===== src/rtl/egov_pkg.sv =====
package egov_pkg;

    typedef enum logic {
        GRANT_BASE  = 1'b0,
        GRANT_TURBO = 1'b1
    } grant_e;

    function automatic logic [31:0] umin32(input logic [31:0] a, input logic [31:0] b);
        return (a < b) ? a : b;
    endfunction

    function automatic logic [31:0] umax32(input logic [31:0] a, input logic [31:0] b);
        return (a > b) ? a : b;
    endfunction

endpackage


===== src/rtl/egov_credit.sv =====
module egov_credit
    import egov_pkg::*;
#(
    parameter int PWR_W = 12,
    parameter int BUD_W = 20
) (
    input  logic             clk,
    input  logic             rst,
    input  logic             tick,
    input  logic [PWR_W-1:0] meas_pwr,
    input  logic [PWR_W-1:0] sus_limit,
    input  logic [BUD_W-1:0] budget_ceil,
    input  logic [BUD_W-1:0] on_thr,
    input  logic [BUD_W-1:0] off_thr,
    output logic [BUD_W-1:0] budget_q,
    output grant_e           grant_q,
    output grant_e           grant_nxt
);
    localparam int SW = BUD_W + 2;

    logic signed [SW-1:0] sum_s;
    logic signed [SW-1:0] ceil_s;
    logic [BUD_W-1:0]     bud_nxt;
    logic                 may_enter;
    logic                 may_stay;

    always_comb begin
        sum_s  = $signed({2'b00, budget_q})
               + $signed({{(SW-PWR_W){1'b0}}, sus_limit})
               - $signed({{(SW-PWR_W){1'b0}}, meas_pwr});
        ceil_s = $signed({2'b00, budget_ceil});
        if (sum_s < 0) begin
            bud_nxt = '0;
        end else if (sum_s > ceil_s) begin
            bud_nxt = budget_ceil;
        end else begin
            bud_nxt = sum_s[BUD_W-1:0];
        end
    end

    always_comb begin
        may_stay  = (bud_nxt > off_thr);
        may_enter = (bud_nxt >= on_thr);
        if (may_stay && ((grant_q == GRANT_TURBO) || may_enter)) begin
            grant_nxt = GRANT_TURBO;
        end else begin
            grant_nxt = GRANT_BASE;
        end
    end

    always_ff @(posedge clk) begin
        if (rst) begin
            budget_q <= '0;
            grant_q  <= GRANT_BASE;
        end else if (tick) begin
            budget_q <= bud_nxt;
            grant_q  <= grant_nxt;
        end
    end

    AST_BUDGET_CEIL: assert property (@(posedge clk) disable iff (rst)
        (!$past(rst) && $past(tick)) |-> (budget_q <= $past(budget_ceil)));

    AST_DRAIN_DIR: assert property (@(posedge clk) disable iff (rst)
        (!$past(rst) && $past(tick) && ($past(meas_pwr) >= $past(sus_limit)))
            |-> (budget_q <= $past(budget_q)));

    AST_GRANT_ABOVE_OFF: assert property (@(posedge clk) disable iff (rst)
        (!$past(rst) && $past(tick) && (grant_q == GRANT_TURBO))
            |-> (budget_q > $past(off_thr)));

    AST_CREDIT_HOLD: assert property (@(posedge clk) disable iff (rst)
        (!$past(rst) && !$past(tick)) |-> ($stable(budget_q) && $stable(grant_q)));

endmodule


===== src/rtl/egov_level.sv =====
module egov_level
    import egov_pkg::*;
#(
    parameter int N_CORE = 4,
    parameter int LVL_W  = 4
) (
    input  logic [N_CORE-1:0]            core_active,
    input  logic [(N_CORE+1)*LVL_W-1:0]  lvl_table,
    input  logic [LVL_W-1:0]             base_lvl,
    input  grant_e                       grant,
    output logic [LVL_W-1:0]             lvl_nxt
);
    localparam int N_ENT = N_CORE + 1;
    localparam int CNT_W = $clog2(N_ENT);

    logic [LVL_W-1:0] entry [N_ENT];
    logic [CNT_W-1:0] n_active;
    logic [LVL_W-1:0] picked;

    for (genvar gi = 0; gi < N_ENT; gi++) begin : g_unpack
        assign entry[gi] = lvl_table[gi*LVL_W +: LVL_W];
    end

    always_comb begin
        n_active = '0;
        for (int i = 0; i < N_CORE; i++) begin
            n_active = n_active + CNT_W'(core_active[i]);
        end
    end

    always_comb begin
        picked = base_lvl;
        for (int e = 0; e < N_ENT; e++) begin
            if (n_active == CNT_W'(e)) begin
                picked = LVL_W'(umax32(32'(entry[e]), 32'(base_lvl)));
            end
        end
        lvl_nxt = (grant == GRANT_TURBO) ? picked : base_lvl;
    end

endmodule


===== src/rtl/egov_split.sv =====
module egov_split
    import egov_pkg::*;
#(
    parameter int PWR_W = 12
) (
    input  logic [PWR_W-1:0] total,
    input  logic [PWR_W-1:0] core_demand,
    input  logic [PWR_W-1:0] gfx_demand,
    output logic [PWR_W-1:0] core_nxt,
    output logic [PWR_W-1:0] gfx_nxt
);
    logic [PWR_W-1:0] half_gfx;
    logic [PWR_W-1:0] half_core;

    always_comb begin
        half_gfx  = total >> 1;
        half_core = total - half_gfx;
        if (core_demand < half_core) begin
            core_nxt = core_demand;
            gfx_nxt  = PWR_W'(umin32(32'(gfx_demand), 32'(total - core_demand)));
        end else if (gfx_demand < half_gfx) begin
            gfx_nxt  = gfx_demand;
            core_nxt = PWR_W'(umin32(32'(core_demand), 32'(total - gfx_demand)));
        end else begin
            core_nxt = half_core;
            gfx_nxt  = half_gfx;
        end
    end

endmodule


===== src/rtl/energy_budget_governor.sv =====
module energy_budget_governor
    import egov_pkg::*;
#(
    parameter int PWR_W  = 12,
    parameter int BUD_W  = 20,
    parameter int N_CORE = 4,
    parameter int LVL_W  = 4
) (
    input  logic                        clk,
    input  logic                        rst,
    input  logic                        tick,
    input  logic [PWR_W-1:0]            meas_pwr,
    input  logic [PWR_W-1:0]            sus_limit,
    input  logic [PWR_W-1:0]            pkg_allow,
    input  logic [BUD_W-1:0]            budget_ceil,
    input  logic [BUD_W-1:0]            on_thr,
    input  logic [BUD_W-1:0]            off_thr,
    input  logic [N_CORE-1:0]           core_active,
    input  logic [(N_CORE+1)*LVL_W-1:0] lvl_table,
    input  logic [LVL_W-1:0]            base_lvl,
    input  logic [PWR_W-1:0]            core_demand,
    input  logic [PWR_W-1:0]            gfx_demand,
    output logic [BUD_W-1:0]            budget,
    output logic                        turbo_on,
    output logic [LVL_W-1:0]            freq_lvl,
    output logic [PWR_W-1:0]            core_alloc,
    output logic [PWR_W-1:0]            gfx_alloc
);
    grant_e           grant_q;
    grant_e           grant_nxt;
    logic [LVL_W-1:0] lvl_nxt;
    logic [PWR_W-1:0] total_nxt;
    logic [PWR_W-1:0] core_nxt;
    logic [PWR_W-1:0] gfx_nxt;
    logic [LVL_W-1:0] lvl_q;
    logic [PWR_W-1:0] core_q;
    logic [PWR_W-1:0] gfx_q;

    egov_credit #(.PWR_W(PWR_W), .BUD_W(BUD_W)) u_credit (
        .clk        (clk),
        .rst        (rst),
        .tick       (tick),
        .meas_pwr   (meas_pwr),
        .sus_limit  (sus_limit),
        .budget_ceil(budget_ceil),
        .on_thr     (on_thr),
        .off_thr    (off_thr),
        .budget_q   (budget),
        .grant_q    (grant_q),
        .grant_nxt  (grant_nxt)
    );

    egov_level #(.N_CORE(N_CORE), .LVL_W(LVL_W)) u_level (
        .core_active(core_active),
        .lvl_table  (lvl_table),
        .base_lvl   (base_lvl),
        .grant      (grant_nxt),
        .lvl_nxt    (lvl_nxt)
    );

    assign total_nxt = (grant_nxt == GRANT_TURBO) ? pkg_allow : sus_limit;

    egov_split #(.PWR_W(PWR_W)) u_split (
        .total      (total_nxt),
        .core_demand(core_demand),
        .gfx_demand (gfx_demand),
        .core_nxt   (core_nxt),
        .gfx_nxt    (gfx_nxt)
    );

    always_ff @(posedge clk) begin
        if (rst) begin
            lvl_q  <= '0;
            core_q <= '0;
            gfx_q  <= '0;
        end else if (tick) begin
            lvl_q  <= lvl_nxt;
            core_q <= core_nxt;
            gfx_q  <= gfx_nxt;
        end
    end

    assign turbo_on   = (grant_q == GRANT_TURBO);
    assign freq_lvl   = lvl_q;
    assign core_alloc = core_q;
    assign gfx_alloc  = gfx_q;

    AST_RESET_CLEAR: assert property (@(posedge clk) disable iff (rst)
        $past(rst) |-> (budget == '0 && !turbo_on && freq_lvl == '0
                        && core_alloc == '0 && gfx_alloc == '0));

    AST_OUT_HOLD: assert property (@(posedge clk) disable iff (rst)
        (!$past(rst) && !$past(tick))
            |-> ($stable(freq_lvl) && $stable(core_alloc) && $stable(gfx_alloc)));

    AST_BASE_WHEN_OFF: assert property (@(posedge clk) disable iff (rst)
        (!$past(rst) && $past(tick) && !turbo_on) |-> (freq_lvl == $past(base_lvl)));

    AST_LVL_FLOOR: assert property (@(posedge clk) disable iff (rst)
        (!$past(rst) && $past(tick) && turbo_on) |-> (freq_lvl >= $past(base_lvl)));

    AST_SPLIT_SUM: assert property (@(posedge clk) disable iff (rst)
        (!$past(rst) && $past(tick))
            |-> ((PWR_W+1)'(core_alloc) + (PWR_W+1)'(gfx_alloc)
                 <= (PWR_W+1)'(turbo_on ? $past(pkg_allow) : $past(sus_limit))));

    AST_DEMAND_CAP: assert property (@(posedge clk) disable iff (rst)
        (!$past(rst) && $past(tick))
            |-> (core_alloc <= $past(core_demand) && gfx_alloc <= $past(gfx_demand)));

endmodule


===== config.mk =====
export PLATFORM = sky130hd
export DESIGN_NAME = energy_budget_governor
export DESIGN_NICKNAME = d
export VERILOG_FILES = /design/src/rtl/egov_pkg.sv /design/src/rtl/egov_credit.sv /design/src/rtl/egov_level.sv /design/src/rtl/egov_split.sv /design/src/rtl/energy_budget_governor.sv
export SDC_FILE = /design/constraint.sdc
export NUM_CORES = 1
export LEC_CHECK = 0
export ABC_AREA = 0
export BUFFER_PORTS_ARGS = -buffer_cell sky130_fd_sc_hd__buf_2
export CORE_AREA = 2 2 143 145
export CTS_BUF_LIST = sky130_fd_sc_hd__clkbuf_4
export DETAILED_ROUTE_END_ITERATION = 6
export DIE_AREA = 0 0 145 147
export PLACE_DENSITY_LB_ADDON = 0.15
export SLEW_MARGIN = 40
export SYNTH_ARGS = -nofsm -noshare
export SYNTH_HDL_FRONTEND = slang
export SYNTH_SLANG_ARGS = --single-unit

===== constraint.sdc =====
create_clock -name clk -period 16.6 [get_ports clk]
set_input_delay 3.32 -clock clk [delete_from_list [all_inputs] [get_ports clk]]
set_output_delay 3.32 -clock clk [all_outputs]
set_load 0.005 [all_outputs]

[Word level (Yosys, flattened, before mapping)]
Index checks and enable logic that the tools add are counted.
Operators by class
  equality and inequality tests: 4
  reduce and logical (&&, ||, !) cells: 3
  add/subtract/negate cells: 8
  multiplexer cells: 21
  $lt $le $gt $ge: 13
Operators with widths (count)
  $mux W12: 7
  $lt A12 B32 Y1: 2
  $mux W4: 11
  $mux W20: 2
  $sub A12 B12 Y13: 2
  $gt A22 B21 Y1: 1
  $lt A22 B1 Y1 const B: 1
  $sub A21 B12 Y22: 1
  $add A20 B12 Y21: 1
  $ge A20 B20 Y1: 1
  $gt A20 B20 Y1: 1
  $gt A4 B4 Y1: 5
  $lt A12 B11 Y1: 1
  $lt A12 B12 Y1: 1
  $sub A12 B11 Y12: 1
  $add A3 B1 Y3: 2
  $eq A3 B2 Y1 const B: 2
  $eq A3 B1 Y1 const B: 1
  $eq A3 B3 Y1 const B: 1
  $logic_not A3 Y1: 1
  $add A1 B1 Y2: 1
  $logic_and A1 B1 Y1: 1
  $logic_or A1 B1 Y1: 1
  $mux W1: 1
Word-level totals
  register bits after elaboration: 49
  output and inout bits: 49
  input bits: 151

[Logic depth before layout (Yosys ltp)]
Gate-level depths: netlist (run 1).
  depth after elaboration: 15
  depth in mapped cells: 52
  mapped depth without buffers: 48

[Cells and area by module]
From an unflattened synthesis (run 1), not the netlist that was laid out.
Second synthesis, totals
  cells, all modules: 1183
  area total of the unflattened synthesis: 9399.0 µm²
By module, submodules not included
  egov_credit: area each 4058.9 µm², cells an instance 527, times used 1
  egov_split: area each 3154.3 µm², cells an instance 416, times used 1
  energy_budget_governor: area each 1154.9 µm², cells an instance 103, times used 1
  egov_level: area each 1031.0 µm², cells an instance 137, times used 1

[Worst setup path after synthesis (run 1)]
OpenSTA, ideal clock, no wires.
  path type: in2reg
  from: in meas_pwr[1]
  to: reg core_q[5], in the netlist core_alloc[5]
  setup slack: 3327 ps
  stages: 47
  library setup time: 79 ps
  required time: 16521 ps
  data arrival time: 13194 ps
  cells stage by stage: inv_1 fa_1 fa_1 a211oi_1 nor3_1 nor2_1 a31oi_1 o21a_1 o21a_1 xor2_1 ha_1 nand4_1 or2_2 nor3_1 a32oi_1 nand2_1 o2111ai_1 nand3_1 [... 11 more ...] mux2i_1 ha_1 nor2b_1 o31a_1 o211a_1 o21a_1 o21a_1 o41a_1 xnor2_1 ha_1 o2111ai_1 a211oi_1 nor3_1 or2_2 or3_1 buf_6 o221a_1 a211oi_2
Between the ends
  cells in the longest elaborated chain, start to end: 14
  elaborated cells on any way between the ends: 19
  those cells by class: 3 x add/sub; 7 x order compare; 7 x mux; 2 x reduce/logical
RTL lines
  start, declared: RTL line energy_budget_governor.sv:12  | input logic [PWR_W-1:0] meas_pwr,
  $sub A21 B12 Y22 *: RTL line egov_credit.sv:30  | - $signed({{(SW-PWR_W){1'b0}}, meas_pwr});
  $gt A22 B21 Y1: RTL line egov_credit.sv:34  | end else if (sum_s > ceil_s) begin
  $mux W20: RTL line egov_credit.sv:34
  $mux W20 *: RTL line egov_credit.sv:32  | if (sum_s < 0) begin
  via u_credit.bud_nxt[13]: RTL line egov_credit.sv:23  | logic [BUD_W-1:0] bud_nxt;
  $ge A20 B20 Y1: RTL line egov_credit.sv:43  | may_enter = (bud_nxt >= on_thr);
  $logic_or A1 B1 Y1: RTL line egov_credit.sv:44  | if (may_stay && ((grant_q == GRANT_TURBO) || may_enter)) begin
  $logic_and A1 B1 Y1 *: RTL line egov_credit.sv:44
  $mux W1 *: RTL line egov_credit.sv:44
  $mux W12 *: RTL line energy_budget_governor.sv:61  | assign total_nxt = (grant_nxt == GRANT_TURBO) ? pkg_allow : sus_limit;
  $sub A12 B12 Y13: RTL line egov_split.sv:23  | core_nxt = PWR_W'(umin32(32'(core_demand), 32'(total - gfx_demand)));
  $lt A12 B32 Y1: RTL line egov_pkg.sv:9  | return (a < b) ? a : b;
  $mux W12: RTL line egov_pkg.sv:9
  $mux W12: RTL line egov_split.sv:21  | end else if (gfx_demand < half_gfx) begin
  $mux W12 *: RTL line egov_split.sv:18  | if (core_demand < half_core) begin
  end signal, assigned: RTL line energy_budget_governor.sv:78  | core_q <= core_nxt;
  end, declared: RTL line energy_budget_governor.sv:36  | logic [PWR_W-1:0] core_q;
The timed path passes the listed nets; every way through them passes the cells marked *.
A chain may end at the register's enable or synchronous reset.

[Worst setup path in the final report (run 1)]
  from: in sus_limit[5]
  to: reg core_q[5], in the netlist core_alloc[5]
Between the ends
  cells in the longest elaborated chain, start to end: 15
  elaborated cells on any way between the ends: 20
  those cells by class: 4 x add/sub; 7 x order compare; 7 x mux; 2 x reduce/logical
RTL lines
  start, declared: RTL line energy_budget_governor.sv:13  | input logic [PWR_W-1:0] sus_limit,
  $add A20 B12 Y21 *: RTL line egov_credit.sv:29  | + $signed({{(SW-PWR_W){1'b0}}, sus_limit})
  $sub A21 B12 Y22 *: RTL line egov_credit.sv:30
  $gt A22 B21 Y1: RTL line egov_credit.sv:34
  $mux W20: RTL line egov_credit.sv:34
  $mux W20 *: RTL line egov_credit.sv:32
  via u_credit.bud_nxt[11]: RTL line egov_credit.sv:23
  $ge A20 B20 Y1: RTL line egov_credit.sv:43
  $logic_or A1 B1 Y1: RTL line egov_credit.sv:44
  $logic_and A1 B1 Y1 *: RTL line egov_credit.sv:44
  $mux W1 *: RTL line egov_credit.sv:44
  $mux W12 *: RTL line energy_budget_governor.sv:61
  $sub A12 B12 Y13: RTL line egov_split.sv:23
  $lt A12 B32 Y1: RTL line egov_pkg.sv:9
  $mux W12: RTL line egov_pkg.sv:9
  $mux W12: RTL line egov_split.sv:21
  $mux W12 *: RTL line egov_split.sv:18
Marks and branches as above.

==> impl_metrics.json, run 1 <==
{
  "yosysTopAreaCell": "ha_1",
  "critPathMaxStageDelay_ps": 580,
  "post_cts_buffers": 0,
  "cap_violations": 0,
  "place.gp.congestion": 0.962,
  "synth_top_area_share": 0.259,
  "grt_usage": 0.260,
  "die_area_sq_um": 21300,
  "clkLatencyLatePin_ps": 440,
  "rsz0062_at_grt": "false",
  "hold_class": "flip-flop to flip-flop",
  "finalCritPeriodShare": 0.872,
  "multi_input_area_sq_um": 7080,
  "grt_first_pass_wirelength_microns": 44700,
  "coreArea_sq_um": 19800,
  "routedWlPerCell_microns": 17.5,
  "overflow": 0,
  "synth_async_sr_flop_share": 0,
  "avgSynthCellArea_sq_um": 7.60,
  "ys_seq_area_frac": 0.112,
  "reg2reg_setup_slack_ps": 4620,
  "synth_cell_types": 74,
  "post_cts_resize_count": 0,
  "cts_sinks": 49,
  "drc": 0,
  "clk_pin_slew_ps": 210,
  "crit_top_cell": "ha_1",
  "start_util": 0.443,
  "period_needed_ps": 14480,
  "grt_pass1_vias": 8463,
  "synth_area_leaders": "ha_1, dfxtp_1, inv_1",
  "synth_edf_count": 0,
  "synth_area_sq_um": 8790,
  "synth_warnings": 0,
  "boundaryPins": 200,
  "fillers": 2009,
  "cp_max_fo": 14,
  "outcome": "finished clean",
  "tritoncts": "yes",
  "rows": 52,
  "yosys_register_bits": 49,
  "htreeDepth": 2,
  "synth_fp_nets": 1506,
  "nets": 1694,
  "io_buffers": 199,
  "syn_inst": 1157,
  "setup_tns_ps": 0,
  "drt_iter0_markers": 551,
  "seqCellArea_sq_um": 981,
  "crit_buf_inv": 7,
  "crit_type": "input port to flip-flop",
  "num_vias": 9026,
  "post_dp_cell_area_sq_um": 10100,
  "worst_slack_ps": 2120,
  "areaGrowthSynthToFinish_pct": 16.1,
  "avgViaCountPerCell": 5.59,
  "dieWidth_microns": 145,
  "cts_root_buffer": "clkbuf_4",
  "design_area_sq_um": 10200,
  "antenna_found_initial": 3,
  "synth-main-ff-cell": "dfxtp_1",
  "hold_violations": 0,
  "ant_nets": 0,
  "max_freq_ghz": 0.0691,
  "crit_family": "compound AO/OA/AOI/OAI gates",
  "drt_pre_antenna_iters": 5,
  "grt_max_degree": 34,
  "cp-end-kind": "flip-flop",
  "cp_slowest_cell": "a2111oi_0",
  "hpwl_microns": 24000,
  "finalWirelength_microns": 28200,
  "dp_slack_ps": 1780,
  "finClkSkew_ps": 44.1,
  "slew_viol_final": 0,
  "drive_above_1_share": 0.187,
  "clock_path_buffers": 2,
  "slew_headroom": 0.468,
  "ctsHoldBuffers": 0,
  "cp.arrival_ps": 14870,
  "crit_required_ps": 16990,
  "fin_util": 0.514,
  "cts_buffers": 5,
  "start_kind": "input port",
  "die_h_microns": 147,
  "tightest_slew_ps": 797,
  "setup_viol": 0
}
[Yosys cell counts (all sizes together) (10+ instances only)]
cell / n
fa: 16
or2: 10
nor2b: 17
nand2: 77
xnor2: 21
o21ai: 67
mux2i: 31
xor2: 16
nand4: 21
nand2b: 18
clkbuf: 21
ha: 182
inv: 169
a211oi: 28
dfxtp: 49
a21oi: 73
nand3: 15
o22ai: 12
nor2: 101
a21o: 22
o211ai: 10
nor3: 21
o21a: 26
o221a: 14
[kinds of logic after synthesis]
family	synth area share
compound gates	0.265
simple gates	0.169
flops	0.112
mux	0.0366
buf+inv	0.0858
xor+xnor	0.0369
fa+ha+maj	0.295
[per-stage QoR]
step	hold WS (ps)	cells
2_1_floorplan	470	1157
6_report	495	1616
3_5_place_dp	473	1608
3_3_place_gp	468	1607
4_1_cts	495	1615
5_1_grt	518	1616
[routing by layer]
metal,up-vias,global-route usage,share of wire
met5,-,0,0
met4,0,0.0540,0.014
li1,4559,-,-
met3,22,0.0478,0.075
met1,4131,0.381,0.49
met2,314,0.397,0.42
[flip-flops by register name (all words and copies together) (netlist names)]
signal,count
gfx_alloc,12
freq_lvl,4
core_alloc,12
u_credit.budget_q,20
u_credit.grant_q,1
[final cells by class]
type | count | area share
multi-input cells | 911 | 0.694
repair buffers | 209 | 0.107
flip-flops and latches | 49 | 0.0961
inverters | 169 | 0.0622
well taps | 270 | 0.0331
clock buffers | 5 | 0.00368
clock inverters | 2 | 0.00343
diodes | 1 | 0.000245
[placed cells by master, fill, tap and decap left out, types with 4 or more instances in the layout]
master	instances
a2111oi_0	6
a211o_1	4
a211oi_1	26
a21o_1	22
a21oi_1	72
a311oi_1	6
a31o_2	4
a31oi_1	4
and2_1	6
buf_2	199
buf_4	9
clkbuf_4	5
dfxtp_1	49
fa_1	16
ha_1	182
inv_1	169
mux2i_1	31
nand2_1	77
nand2b_1	18
nand3_1	15
nand4_1	21
nor2_1	100
nor2b_1	17
nor3_1	21
nor4_1	5
o2111ai_1	6
o211ai_1	10
o21a_1	26
o21ai_0	64
o21bai_1	6
o221a_2	11
o22a_1	7
o22ai_1	12
o31ai_1	4
or2_2	9
or3_1	7
xnor2_1	21
xor2_1	16
[worst paths after layout]
path | start | end | depth (start not counted)
setup / recovery | sus_limit[5] | core_alloc[5] | 49
hold / removal | gfx_alloc[10] | gfx_alloc[10] | 2
setup reg to reg | u_credit.budget_q[5] | core_alloc[5] | 48
hold reg to reg | gfx_alloc[10] | gfx_alloc[10] | 2
[worst reg2reg max path: cells and delay by family (launching register included)]
family	cells	cell delay [ps]
muxes	2	850
buffers and inverters	6	1060
xor gates and xnor gates	2	300
DFF	1	470
adders and majority gates	6	2200
and+or+nand+nor	11	2190
AOI/OAI and AO/OA	21	4830
Power of run 1 is left out: the tool's default activity adds up to more than one toggle a clock period on the data nets, which glitch-free logic cannot reach.
==> run 2: changes to the inputs <==
clock period = 16.2 ns   (was 16.6 ns; I/O delays follow)
==> impl_metrics.json, run 2 (synthesis gave the netlist of run 1 again) <==
{
  "boundaryPins": 200,
  "rsz0062_at_grt": "false",
  "coreArea_sq_um": 19800,
  "nets": 1693,
  "num_vias": 8964,
  "grt_max_degree": 47,
  "hold_class": "flip-flop to flip-flop",
  "cts_buffers": 5,
  "reg2reg_depth": 47,
  "crit_required_ps": 16560,
  "reg_top3": "u_credit.budget_q (20), core_alloc (12), gfx_alloc (12)",
  "worst_slack_ps": 1820,
  "die_h_microns": 147,
  "layout_commonest_cell": "buf_2",
  "drt_iter0_markers": 548,
  "crit_family": "compound AO/OA/AOI/OAI gates",
  "overflow": 0,
  "start_util": 0.443,
  "place.gp.congestion": 0.904,
  "finalCritPeriodShare": 0.887,
  "finClkSkew_ps": 27.9,
  "r2r_end": "core_alloc[5]",
  "htreeDepth": 2,
  "avgViaCountPerCell": 5.55,
  "die_area_sq_um": 21300,
  "largest_register_ffs": 20,
  "finalWirelength_microns": 28200,
  "hold_violations": 0,
  "io_buffers": 199,
  "busiest_layer": "met2",
  "post_cts_buffers": 0,
  "max_freq_ghz": 0.0696,
  "setup_tns_ps": 0,
  "reg2reg_setup_slack_ps": 4330,
  "multi_input_area_sq_um": 7080,
  "dieWidth_microns": 145,
  "seqCellArea_sq_um": 981,
  "dp_slack_ps": 1260,
  "antenna_found_initial": 1,
  "cap_violations": 0,
  "grt_first_pass_wirelength_microns": 45000,
  "hpwl_microns": 23800,
  "routedWlPerCell_microns": 17.5,
  "cp_max_fo": 13,
  "tightest_slew_ps": 812,
  "drc": 0,
  "areaGrowthSynthToFinish_pct": 15.8,
  "tritoncts": "yes",
  "crit_top_cell": "ha_1",
  "start_kind": "input port",
  "ctsHoldBuffers": 0,
  "post_cts_resize_count": 0,
  "fillers": 2020,
  "use_met1": 0.370,
  "drt_pre_antenna_iters": 5,
  "min_to": "gfx_alloc[10]",
  "period_needed_ps": 14380,
  "cp.arrival_ps": 14740,
  "clkLatencyLatePin_ps": 440,
  "hold_start": "gfx_alloc[10]",
  "crit_buf_inv": 6,
  "ant_nets": 0,
  "cp-end-kind": "flip-flop",
  "clock_path_buffers": 2,
  "setup_viol": 0,
  "grt_usage": 0.261,
  "hold-path-cell-count": 2,
  "grt_util_met2": 0.410,
  "post_dp_cell_area_sq_um": 10100,
  "design_area_sq_um": 10200,
  "top_register": "u_credit.budget_q",
  "crit_type": "input port to flip-flop",
  "slew_viol_final": 0,
  "cts_root_buffer": "clkbuf_4",
  "grt.met3_usage": 0.0568,
  "cts_sinks": 49,
  "outcome": "finished clean",
  "critPathMaxStageDelay_ps": 650,
  "cp_slowest_cell": "a2111oi_0",
  "clk_pin_slew_ps": 200,
  "rows": 52,
  "r2r-start": "u_credit.budget_q[5]",
  "drive_above_1_share": 0.187,
  "grt_pass1_vias": 8632,
  "slew_headroom": 0.445,
  "layout_common_cells": "buf_2, ha_1, inv_1"
}
[run 2: layout make-up]
class / instances / share of cell area
Multi-Input combinational cell: 911 / 0.696
Timing Repair Buffer: 208 / 0.104
Sequential cell: 49 / 0.0964
Inverter: 169 / 0.0623
Tap cell: 270 / 0.0332
Clock buffer: 6 / 0.00442
Clock inverter: 2 / 0.00332
Antenna cell: 1 / 0.000246
[run 2: per-stage QoR]
stage                     hold slack [ps]  std cells  utilization
final                                 490       1616        0.513
after detailed placement              472       1607        0.509
after CTS                             494       1615        0.513
after global routing                  509       1616        0.513
after floorplan                       470       1157            -
after global placement                463       1607        0.508
[run 2: worst max path at each step]
| stage | from | end | cells after the start |
|---|---|---|---|
| final | sus_limit[5] | core_alloc[5] | 48 |
| after CTS | sus_limit[5] | core_alloc[5] | 48 |
| after global routing | sus_limit[5] | core_alloc[5] | 48 |
| after floorplan | meas_pwr[1] | core_alloc[5] | 47 |
| after global placement | sus_limit[5] | gfx_alloc[10] | 49 |
| after detailed placement | sus_limit[5] | core_alloc[5] | 48 |
[run 2: layer usage]
metal	vias to the layer above	share of wire
met2	298	0.42
met5	-	0
met3	23	0.075
met1	4103	0.49
li1	4540	-
met4	0	0.012
[run 2: tightest hold or removal path, cell delays in order, from the launching register on]
cell      delay [ps]
dfxtp_1          350
nor2_1            80
a211oi_1          40
Power of run 2 is left out for the same reason.
==> run 3: changes to the inputs <==
CORE_AREA = 2 2 148 150   (was 2 2 143 145)
DIE_AREA = 0 0 150 152   (was 0 0 145 147)
SYNTH_HIERARCHICAL = 1   (was not set)
==> impl_metrics.json, run 3 <==
{
  "outcome": "finished clean",
  "tightest_slew_ps": 877,
  "syn_inst": 1183,
  "yosysMostFrequentCell": "ha_1",
  "num_vias": 9111,
  "synth_top_area_share": 0.242,
  "critPathMaxStageDelay_ps": 730,
  "synth_edf_count": 0,
  "slew_viol_final": 0,
  "setup_viol": 0,
  "grt_pass1_vias": 8875,
  "cts_sinks": 49,
  "slew_headroom": 0.416,
  "clk_pin_slew_ps": 200,
  "grt_usage": 0.258,
  "hold-path-cell-count": 2,
  "layout_common_cells": "buf_2, ha_1, inv_1",
  "largest_register_ffs": 20,
  "post_cts_buffers": 0,
  "io_buffers": 199,
  "cp-end-kind": "flip-flop",
  "coreArea_sq_um": 21400,
  "ant_nets": 0,
  "crit_type": "input port to flip-flop",
  "power_leakage_nw": 5.78,
  "busiest_layer": "met2",
  "post_cts_resize_count": 0,
  "cp_max_fo": 20,
  "hpwl_microns": 25100,
  "yosys_register_bits": 49,
  "finalCritPeriodShare": 0.875,
  "crit_required_ps": 16540,
  "die_h_microns": 152,
  "ctsHoldBuffers": 0,
  "drive_above_1_share": 0.203,
  "overflow": 0,
  "antenna_found_initial": 2,
  "drt_iter0_markers": 416,
  "power_density_nw_per_um2": 244,
  "synth_fp_nets": 1532,
  "synth_async_sr_flop_share": 0,
  "use_met1": 0.321,
  "grt.met3_usage": 0.0264,
  "drc": 0,
  "period_needed_ps": 14180,
  "clkLatencyLatePin_ps": 460,
  "cts_root_buffer": "clkbuf_4",
  "finClkSkew_ps": 33.1,
  "ys_seq_area_frac": 0.104,
  "drt_pre_antenna_iters": 7,
  "place.gp.congestion": 0.909,
  "die_area_sq_um": 22800,
  "nets": 1722,
  "ir_drop_mv": 0.116,
  "synth_area_leaders": "ha_1, dfxtp_1, inv_1",
  "synth_commonest_cells": "ha_1, inv_1, nor2_1, nand2_1, mux2i_1",
  "hold_violations": 0,
  "reg_top3": "u_credit/budget_q (20), core_alloc (12), gfx_alloc (12)",
  "crit_top_cell": "ha_1",
  "synth-main-ff-cell": "dfxtp_1",
  "avgViaCountPerCell": 5.50,
  "setup_tns_ps": 0,
  "synth_cell_types": 94,
  "grt_util_met2": 0.462,
  "synth_warnings": 6,
  "cp.arrival_ps": 14520,
  "dieWidth_microns": 150,
  "clock_path_buffers": 2,
  "top_register": "u_credit/budget_q",
  "grt_first_pass_wirelength_microns": 46400,
  "hold_class": "flip-flop to flip-flop",
  "routedWlPerCell_microns": 17.9,
  "synth_area_sq_um": 9400,
  "yosysTopAreaCell": "ha_1",
  "start_kind": "input port",
  "grt_max_degree": 33,
  "start_util": 0.440,
  "cp_slowest_cell": "o41ai_4",
  "layout_commonest_cell": "buf_2",
  "cts_buffers": 5,
  "rows": 54,
  "finalWirelength_microns": 29700,
  "htreeDepth": 2,
  "reg2reg_depth": 46,
  "areaGrowthSynthToFinish_pct": 13.7,
  "max_freq_ghz": 0.0705,
  "rsz0062_at_grt": "false",
  "cap_violations": 0,
  "tritoncts": "yes",
  "boundaryPins": 200,
  "avgSynthCellArea_sq_um": 7.95,
  "post_dp_cell_area_sq_um": 10600,
  "design_area_sq_um": 10700
}
[run 3: cell types whose count changed in the layout (fill, tap and decap cells not counted), moves of 10 or more]
cell	change
o221a_2	-10
o21ai_0	-24
a21o_1	+12
mux2i_1	+35
o21ai_1	+19
a211oi_1	-20
o21a_1	-14
a21oi_1	-12
a221oi_2	+10
nand2_1	+10
mux2_2	+11
[run 3: power by group]
part | switching (mW) | leakage, nW | internal (mW)
clock | 0.0566 | 0.0377 | 0.0189
sequential | 0.0303 | 0.403 | 0.159
combinational | 1.37 | 5.34 | 0.982
[run 3: final timing paths]
| check | start | end | slack [ps] |
|---|---|---|---|
| max | sus_limit[1] | core_alloc[2] | 2020 |
| min | u_credit/budget_q[11] | u_credit/budget_q[11] | 490 |
| max reg2reg | u_credit/budget_q[1] | core_alloc[2] | 4510 |
| min reg2reg | u_credit/budget_q[11] | u_credit/budget_q[11] | 490 |
[run 3: cell type report]
| class | count | area (sq um) |
|---|---|---|
| well taps | 280 | 350 |
| clock inverters | 3 | 28.8 |
| diodes | 3 | 7.51 |
| inverters | 179 | 672 |
| repair buffers | 206 | 1050 |
| multi-input cells | 932 | 7560 |
| fillers | 2163 | 10700 |
| clock buffers | 5 | 37.5 |
| flip-flops and latches | 49 | 981 |
[run 3: worst max-delay path: cells and delay by family]
family / cells / cell delay, ps
muxes: 3 / 910
xor gates and xnor gates: 1 / 100
and+or+nand+nor: 10 / 1990
AOI/OAI and AO/OA: 21 / 5400
buffers and inverters: 5 / 510
adders and majority gates: 7 / 2370
[run 3: per-layer routing]
layer / vias up / part of all wire
met5: - / 0
li1: 4617 / -
met1: 4235 / 0.43
met2: 213 / 0.49
met4: 0 / 0.028
met3: 46 / 0.043
[run 3: cells by family (layout without fill, tap and decap cells)]
family,after synthesis,in the layout,synth area share
XOR/XNOR,38,38,0.0354
other,0,3,0
AO/OA/AOI/OAI,290,290,0.231
flip-flops,49,49,0.104
buffers and inverters,202,393,0.0921
adder cells (fa/ha/maj),198,198,0.276
multiplexers,80,80,0.0877
AND/OR/NAND/NOR,326,326,0.173
[run 3: stage by stage]
stage | instances | worst slack [ps] | hold WS, ps | total power [mW] | util
CTS | 1654 | 2030 | 496 | 2.60 | 0.500
global route | 1656 | 1230 | 518 | 2.92 | 0.501
global placement | 1644 | 1750 | 466 | 2.48 | 0.496
floorplan | 1183 | 3490 | 455 | 1.99 | -
finish | 1657 | 2020 | 488 | 2.61 | 0.501
detailed placement | 1646 | 1550 | 472 | 2.50 | 0.497
Power figures use the tool's default switching activity.
